File: src/rtl/mpk_pkg.sv
package mpk_pkg;
    typedef enum logic [2:0] {
        ST_IDLE,
        ST_SYNC,
        ST_XMOT,
        ST_YMOT,
        ST_PAD0,
        ST_PAD1
    } enc_state_e;

    localparam logic [7:0] SYNC_BASE = 8'h87;
endpackage

File: src/rtl/mpk_encoder.sv
module mpk_encoder
    import mpk_pkg::*;
#(
    parameter int MW = 12
) (
    input  logic          clk,
    input  logic          rst_n,
    input  logic          evt_valid,
    input  logic [MW-1:0] evt_dx,
    input  logic [MW-1:0] evt_dy,
    input  logic          btn_l,
    input  logic          btn_m,
    input  logic          btn_r,
    output logic          evt_ready,
    output logic          push,
    output logic [7:0]    push_byte
);
    localparam int EW = MW + 1;
    localparam logic signed [EW-1:0] POS_LIM = EW'(127);
    localparam logic signed [EW-1:0] NEG_LIM = -POS_LIM;

    enc_state_e state_q, state_d;
    logic [7:0] sync_q, x_q, y_q;
    logic signed [EW-1:0] x_ext, y_neg;
    logic [7:0] x_sat, y_sat;
    logic accept;

    assign accept = evt_valid && (state_q == ST_IDLE);

    always_comb begin
        x_ext = EW'($signed(evt_dx));
        y_neg = -EW'($signed(evt_dy));
        if (x_ext > POS_LIM)      x_sat = 8'h7F;
        else if (x_ext < NEG_LIM) x_sat = 8'h81;
        else                      x_sat = x_ext[7:0];
        if (y_neg > POS_LIM)      y_sat = 8'h7F;
        else if (y_neg < NEG_LIM) y_sat = 8'h81;
        else                      y_sat = y_neg[7:0];
    end

    always_ff @(posedge clk or negedge rst_n) begin
        if (!rst_n) begin
            sync_q <= SYNC_BASE;
            x_q    <= '0;
            y_q    <= '0;
        end else if (accept) begin
            sync_q <= SYNC_BASE & ~{5'b0, btn_l, btn_m, btn_r};
            x_q    <= x_sat;
            y_q    <= y_sat;
        end
    end

    always_ff @(posedge clk or negedge rst_n) begin
        if (!rst_n) state_q <= ST_IDLE;
        else        state_q <= state_d;
    end

    always_comb begin
        state_d = state_q;
        unique case (state_q)
            ST_IDLE: if (evt_valid) state_d = ST_SYNC;
            ST_SYNC: state_d = ST_XMOT;
            ST_XMOT: state_d = ST_YMOT;
            ST_YMOT: state_d = ST_PAD0;
            ST_PAD0: state_d = ST_PAD1;
            ST_PAD1: state_d = ST_IDLE;
            default: state_d = ST_IDLE;
        endcase
    end

    always_comb begin
        evt_ready = 1'b0;
        push      = 1'b1;
        push_byte = 8'h00;
        unique case (state_q)
            ST_IDLE: begin
                evt_ready = 1'b1;
                push      = 1'b0;
            end
            ST_SYNC: push_byte = sync_q;
            ST_XMOT: push_byte = x_q;
            ST_YMOT: push_byte = y_q;
            ST_PAD0: push_byte = 8'h00;
            ST_PAD1: push_byte = 8'h00;
            default: push = 1'b0;
        endcase
    end


    accept_busy_chk: assert property (@(posedge clk) disable iff (!rst_n)
        (evt_valid && evt_ready) |=> (!evt_ready && push));


    tail_idle_chk: assert property (@(posedge clk) disable iff (!rst_n)
        (state_q == ST_PAD1) |=> (evt_ready && !push));
endmodule

File: src/rtl/mpk_byte_fifo.sv
module mpk_byte_fifo #(
    parameter int DEPTH = 256,
    parameter int DW    = 8
) (
    input  logic          clk,
    input  logic          rst_n,
    input  logic          flush,
    input  logic          wr_en,
    input  logic [DW-1:0] wr_data,
    input  logic          rd_en,
    output logic [DW-1:0] rd_data,
    output logic          not_empty
);
    localparam int AW = (DEPTH > 1) ? $clog2(DEPTH) : 1;
    localparam int CW = AW + 1;
    localparam logic [CW-1:0] FULL_CNT = CW'(DEPTH);
    localparam logic [AW-1:0] LAST_IDX = AW'(DEPTH - 1);

    logic [DW-1:0] mem [DEPTH];
    logic [AW-1:0] wptr, rptr;
    logic [CW-1:0] count;
    logic do_wr, do_rd;

    assign do_wr     = wr_en && (count != FULL_CNT) && !flush;
    assign do_rd     = rd_en && (count != '0) && !flush;
    assign not_empty = (count != '0);
    assign rd_data   = not_empty ? mem[rptr] : '0;

    always_ff @(posedge clk) begin
        if (do_wr) mem[wptr] <= wr_data;
    end

    always_ff @(posedge clk or negedge rst_n) begin
        if (!rst_n) begin
            wptr  <= '0;
            rptr  <= '0;
            count <= '0;
        end else if (flush) begin
            wptr  <= '0;
            rptr  <= '0;
            count <= '0;
        end else begin
            if (do_wr) wptr <= (wptr == LAST_IDX) ? '0 : wptr + 1'b1;
            if (do_rd) rptr <= (rptr == LAST_IDX) ? '0 : rptr + 1'b1;
            if (do_wr && !do_rd)      count <= count + 1'b1;
            else if (do_rd && !do_wr) count <= count - 1'b1;
        end
    end


    count_bound_chk: assert property (@(posedge clk) disable iff (!rst_n)
        count <= FULL_CNT);


    full_drop_chk: assert property (@(posedge clk) disable iff (!rst_n)
        (count == FULL_CNT && wr_en && !rd_en && !flush) |=>
            (count == FULL_CNT && $stable(wptr)));


    empty_pop_chk: assert property (@(posedge clk) disable iff (!rst_n)
        (!not_empty && rd_en && !wr_en && !flush) |=>
            (!not_empty && $stable(rptr)));


    avail_hold_chk: assert property (@(posedge clk) disable iff (!rst_n)
        (rd_en && count > CW'(1) && !flush) |=> not_empty);


    flush_empty_chk: assert property (@(posedge clk) disable iff (!rst_n)
        flush |=> !not_empty);
endmodule

File: src/rtl/mouse_pkt_queue.sv
module mouse_pkt_queue #(
    parameter int MW    = 12,
    parameter int DEPTH = 256
) (
    input  logic          clk,
    input  logic          rst_n,
    input  logic          evt_valid,
    input  logic [MW-1:0] evt_dx,
    input  logic [MW-1:0] evt_dy,
    input  logic          btn_left,
    input  logic          btn_middle,
    input  logic          btn_right,
    output logic          evt_ready,
    input  logic          flush,
    input  logic          pop,
    output logic [7:0]    pop_data,
    output logic          byte_avail
);
    logic       enc_push;
    logic [7:0] enc_byte;

    mpk_encoder #(.MW(MW)) u_enc (
        .clk       (clk),
        .rst_n     (rst_n),
        .evt_valid (evt_valid),
        .evt_dx    (evt_dx),
        .evt_dy    (evt_dy),
        .btn_l     (btn_left),
        .btn_m     (btn_middle),
        .btn_r     (btn_right),
        .evt_ready (evt_ready),
        .push      (enc_push),
        .push_byte (enc_byte)
    );

    mpk_byte_fifo #(.DEPTH(DEPTH), .DW(8)) u_fifo (
        .clk       (clk),
        .rst_n     (rst_n),
        .flush     (flush),
        .wr_en     (enc_push),
        .wr_data   (enc_byte),
        .rd_en     (pop),
        .rd_data   (pop_data),
        .not_empty (byte_avail)
    );
endmodule

File: config.mk
export PLATFORM = sky130hd
export DESIGN_NAME = mouse_pkt_queue
export DESIGN_NICKNAME = d
export VERILOG_FILES = /design/src/rtl/mpk_pkg.sv /design/src/rtl/mpk_encoder.sv /design/src/rtl/mpk_byte_fifo.sv /design/src/rtl/mouse_pkt_queue.sv
export SDC_FILE = /design/constraint.sdc
export NUM_CORES = 2
export LEC_CHECK = 0
export BUFFER_PORTS_ARGS = -buffer_cell sky130_fd_sc_hd__clkbuf_2
export CAP_MARGIN = 20
export CORE_MARGIN = 2
export CORE_UTILIZATION = 55
export DETAILED_ROUTE_END_ITERATION = 12
export GPL_ROUTABILITY_DRIVEN = 0
export PLACE_DENSITY = 0.71
export SLEW_MARGIN = 10
export SYNTH_ARGS = -nofsm -noshare
export SYNTH_HDL_FRONTEND = slang
export SYNTH_SLANG_ARGS = --single-unit
File: constraint.sdc
create_clock -name clk -period 13.8 [get_ports clk]
set_input_delay 4.14 -clock clk [delete_from_list [all_inputs] [get_ports clk]]
set_output_delay 4.14 -clock clk [all_outputs]
set_load 0.01 [all_outputs]
## Yosys cells after proc, flatten, opt, wreduce, memory -nomap -nowiden

Memory sizes are Yosys's and may differ from the RTL's.
Index checks and enable logic that the tools add are counted.
Widths: inputs -> output; s select.

| operators by class | value |
|---|---|
| $add $sub $neg | 5 |
| magnitude comparators | 4 |
| eq/ne operators | 9 |
| multiplexer cells | 21 |
| bitwise logic cells | 1 |
| reductions and logical operators | 16 |

Operator list:

| cell | number |
|---|---|
| $mux 8 | 11 |
| $mux 9 | 3 |
| $pmux 8 s3 | 1 |
| $add 8x1->8 const B | 2 |
| $eq 8x8->1 const B | 2 |
| $pmux 3 s5 | 1 |
| $gt 13x8->1 const B | 1 |
| $lt 13x8->1 const B | 1 |
| $neg 12->13 | 1 |
| $gt 12x8->1 const B | 1 |
| $lt 12x8->1 const B | 1 |
| $add 9x1->9 const B | 1 |
| $ne 9x9->1 const B | 1 |
| $reduce_bool 9->1 | 1 |
| $sub 9x1->9 const B | 1 |
| $not 3->8 | 1 |
| $logic_and 1x1->1 | 7 |
| $eq 3x2->1 const B | 2 |
| $eq 3x3->1 const B | 2 |
| $reduce_or 5->1 | 1 |
| $mux 1 | 4 |
| $reduce_bool 2->1 | 2 |
| $eq 3x1->1 const B | 1 |
| $logic_not 1->1 | 3 |
| other kinds (4) | 4 |

| storage, ports and cells | value |
|---|---|
| bits in registers | 48 |
| RAM bits | 2048 |
| input port bits | 32 |
| output and inout bits | 10 |
| logic and storage cells | 64 |
| memories | 1 |

Memories:

| name | words | width | read ports | clocked after memory_dff | wr ports | line | RTL |
|---|---|---|---|---|---|---|---|
| u_fifo.mem | 256 | 8 | 1 | 0 | 1 | mpk_byte_fifo.sv:19 | `logic [DW-1:0] mem [DEPTH];` |

## Depth between registers and ports, before layout

| logic depth | value |
|---|---|
| depth in word-level cells | 10 |
| depth in mapped cells | 17 |
| mapped depth without buffers | 16 |

## By module

Synthesis repeated with hierarchy kept, for this count alone.

| unflattened totals | value |
|---|---|
| cells, all modules | 4000 |
| area, all modules | 82943.3 µm² |

By module, submodules not included:

| module | times used | cells an instance | area each (µm²) |
|---|---|---|---|
| mpk_byte_fifo | 1 | 3801 | 81353.0 |
| mpk_encoder | 1 | 199 | 1590.3 |

## Worst setup path before layout

OpenSTA, ideal clock, no wires.

| timing path | value |
|---|---|
| kind | flip-flop to flip-flop |
| start | register u_enc.state_q[0] |
| end | memory u_fifo.mem[0][7] (data pin) |
| setup time | 1.574 ns |
| arrival time | 7.830 ns |
| required time | 12.226 ns |
| path slack | 4.396 ns |
| stages on the path, launching flop included | 5 |
| period minus slack after synthesis | 9.404 ns |
| path through | dfrtp_1 > clkbuf_1 > buf_1 > o21ai_0 > a21oi_1 |

| between the ends | value |
|---|---|
| cells in the longest elaborated chain, start to end | 2 |
| elaborated cells between the ends (all ways) | 4 |

RTL lines:

| what | line | RTL |
|---|---|---|
| start: declaration | mpk_encoder.sv:22 | `enc_state_e state_q, state_d;` |
| start signal: assignment | mpk_encoder.sv:55 | `else state_q <= state_d;` |
| $eq 3x2->1 / $eq 3x1->1 (equally long branches) | mpk_encoder.sv:75 | `unique case (state_q)` |
| $pmux 8 s3 * | mpk_encoder.sv:75 |  |
| via enc_byte[7] | mouse_pkt_queue.sv:20 | `logic [7:0] enc_byte;` |
| end: declaration | mpk_byte_fifo.sv:19 |  |

The timed path passes the listed nets; every way through them passes the cells marked *.

## Worst setup path in the final report

| timing path | value |
|---|---|
| start | register u_fifo.rptr[0] |
| end | output port pop_data[2] |

| between the ends | value |
|---|---|
| cells in the longest elaborated chain, start to end | 2 |

RTL lines:

| what | line | RTL |
|---|---|---|
| start: declaration | mpk_byte_fifo.sv:20 | `logic [AW-1:0] wptr, rptr;` |
| start signal: assignment | mpk_byte_fifo.sv:44 | `if (do_rd) rptr <= (rptr == LAST_IDX) ? '0 : rptr + 1'b1;` |
| $mem_v2 256x8 | -- |  |
| $mux 8 | mpk_byte_fifo.sv:27 | `assign rd_data = not_empty ? mem[rptr] : '0;` |
| end: declaration | mouse_pkt_queue.sv:16 | `output logic [7:0] pop_data,` |

No other way between the ends.

==> reports/results.tsv <==
metric	value	unit
crit_type	reg2out	
numClockSinks	2095	
finClkSkew	0.0327	ns
track_usage	0.261	
drtIter0Drc	5363	
peakVddDrop	0.330	mV
start_kind	register	
dp.cells	5640	
cts_resized	0	
place_area	84200	um^2
core-area	148000	um^2
ys_seq_area_frac	0.765	
grt_pass1_vias	39500	
initial_core_util	0.554	
drive_gt1_frac	0.247	
mappedNetlistNets	3870	
yosysWarnings	0	
fmax	102	MHz
cts.path.max_buffers	3	
vias	40100	
yosys_register_bits	2095	
setup_viol	0	
startpoint	u_fifo.rptr[0]	
layout.nets	3966	
p_leak	28.0	nW
wl_per_cell	32.7	um
fp-row-count	141	
grt_max_degree	217	
dp_hpwl	113000	um
dieWidth	390	um
fillers	9927	
critPathCapture	pop_data[2]	
ant_nets	0	
syn_avg_cell_area	21.4	um^2
power.total	0.0163	W
final_util	0.614	
cp-end-kind	output port	
ff2ff_path_depth	16	
max_cap_viol_count	0	
wl	197000	um
synth_flop_cell	edfxtp_1	
r2r_start	u_fifo.count[5]	
hold_start	u_enc.x_q[1]	
die_area	152000	um^2
async_reset_ff_frac	0.0224	
die_h	390	um
hold_viol	0	
io_buffers	41	
drc_errors	0	
cts_root_buf	clkbuf_16	
power_density	179	nW/um^2
postSynthCellCount	3822	
final_common_cell	edfxtp_1	
rsz0062_at_grt	no	
cts.hold.buffers_added	0	
status	finished clean	
tns	0	ns
layout_common_cells	edfxtp_1, mux4_2, nor2_1	
period_share	0.710	
ctsHtreeMaxLevel	4	
stdcell_count	6013	
post-cts-setup-buffers	0	
grt_first_pass_wirelength	283000	um
io_pins	42	
clkTransAtPathRegs	0.06	ns
drv_slew	0	
antenna_found_initial	4	
post-route-min-period	9.80	ns
synth_edf_count	2048	
syn2layout_area_growth	10.8	%
slew_headroom	0.136	
globalRoute.totalOverflow	0	
drtPass1Iterations	6	
synth_area	81900	um^2
path_max_fanout	90	
clkLatencyLatePin	0.86	ns
timing.rr.end	u_fifo.count[8]	
synth_cell_types	67	
cp.required	9.66	ns
cts_buffers	201	
worstPathArrival	5.66	ns
via_per_inst	6.67	
postLayoutCellArea	90800	um^2
r2r_slack	8.57	ns
hold_path_class	reg2reg	
cts_tree	yes	
tightest_slew	1.30	ns
cell type report:
type                       instances  area [um^2]  area share
timing repair buffer             117          978      0.0108
clock buffer                     257         5260      0.0580
antenna                            1         2.50   0.0000276
sequential                      2095        62700       0.691
inverter                          14         57.6    0.000634
tap                             1930         2410      0.0266
clock inverter                   110         1180      0.0130
multi-input combinational       1489        18200       0.200
worst max-delay path, stage by stage (launching register included):
cell and delay (ns):
dfrtp_4 1.03, buf_12 0.61, nand3b_1 0.94, o22ai_1 0.45
a2111oi_0 0.14, o41ai_1 0.37, a2bb2oi_1 0.23, a21oi_1 0.68
clkbuf_2 0.26
registers in the layout (all words and copies together) (netlist names):
register and cells:
u_enc.state_q 3, u_fifo.mem 2048, u_fifo.rptr 8, u_enc.x_q 8
u_enc.y_q 8, u_fifo.count 9, u_enc.sync_q 3, u_fifo.wptr 8
Yosys cell counts (all sizes together), types with 5 or more instances:
cell / count / area share
edfxtp: 2048 / 0.75
mux4: 577 / 0.16
a22o: 18 / 0.0019
a22oi: 55 / 0.0050
o31ai: 5 / 0.00046
clkbuf: 113 / 0.0052
and2: 6 / 0.00046
inv: 13 / 0.00060
xor2: 5 / 0.00053
nor2b: 12 / 0.00092
dfrtp: 44 / 0.013
o21ai: 50 / 0.0031
buf: 111 / 0.0084
nor4: 11 / 0.00084
nor3: 34 / 0.0022
nand2: 111 / 0.0051
and3: 5 / 0.00038
or4: 7 / 0.00069
a31oi: 9 / 0.00087
xnor2: 14 / 0.0015
nand3: 25 / 0.0015
a21oi: 47 / 0.0029
o22ai: 28 / 0.0021
nor2: 324 / 0.015
a221oi: 13 / 0.0014
o221ai: 6 / 0.00064
a2111oi: 6 / 0.00064
nand2b: 5 / 0.00038
a211oi: 7 / 0.00064
mux2i: 47 / 0.0057
ha: 15 / 0.0023
or3: 6 / 0.00046
o41ai: 5 / 0.00053
metrics by stage:
| stage | hold WS, ns | setup slack [ns] |
|---|---|---|
| after global placement | 0.450 | 4.90 |
| after floorplan | 0.438 | 4.40 |
| final | 0.467 | 4.00 |
| after global routing | 0.503 | 3.78 |
| after detailed placement | 0.457 | 4.90 |
| after CTS | 0.472 | 3.90 |
layer usage:
| metal | share of wire | vias up | global-route usage |
|---|---|---|---|
| li1 | - | 16200 | - |
| met1 | 0.38 | 21200 | 0.378 |
| met2 | 0.47 | 2310 | 0.399 |
| met3 | 0.10 | 379 | 0.0547 |
| met4 | 0.038 | 2 | 0.0987 |
| met5 | 0.00013 | - | 0 |
kinds of logic (layout without fill, tap and decap cells):
family | Yosys count | count (layout) | synth area share
AOI/OAI and AO/OA | 265 | 265 | 0.0219
xor gates and xnor gates | 19 | 19 | 0.00203
adders and majority gates | 16 | 16 | 0.00254
buffers and inverters | 238 | 498 | 0.0142
DFF | 2095 | 2095 | 0.765
muxes | 628 | 628 | 0.165
other | 0 | 1 | 0
and+or+nand+nor | 561 | 561 | 0.0292
worst min-delay path by stage:
stage | end | slack [ns] | depth (start not counted)
after global placement | u_enc.x_q[2] | 0.45 | 2
after global routing | u_enc.sync_q[2] | 0.50 | 2
after detailed placement | u_enc.x_q[1] | 0.46 | 2
after floorplan | u_enc.x_q[1] | 0.44 | 2
after CTS | u_enc.x_q[1] | 0.47 | 2
final | u_enc.x_q[1] | 0.47 | 2
where the power goes:
group          switching [W]  internal, W
logic                0.00193     0.000880
registers          0.0000845      0.00801
clock network        0.00237      0.00301
total                0.00439       0.0119
(Power assumes the default switching activity.)
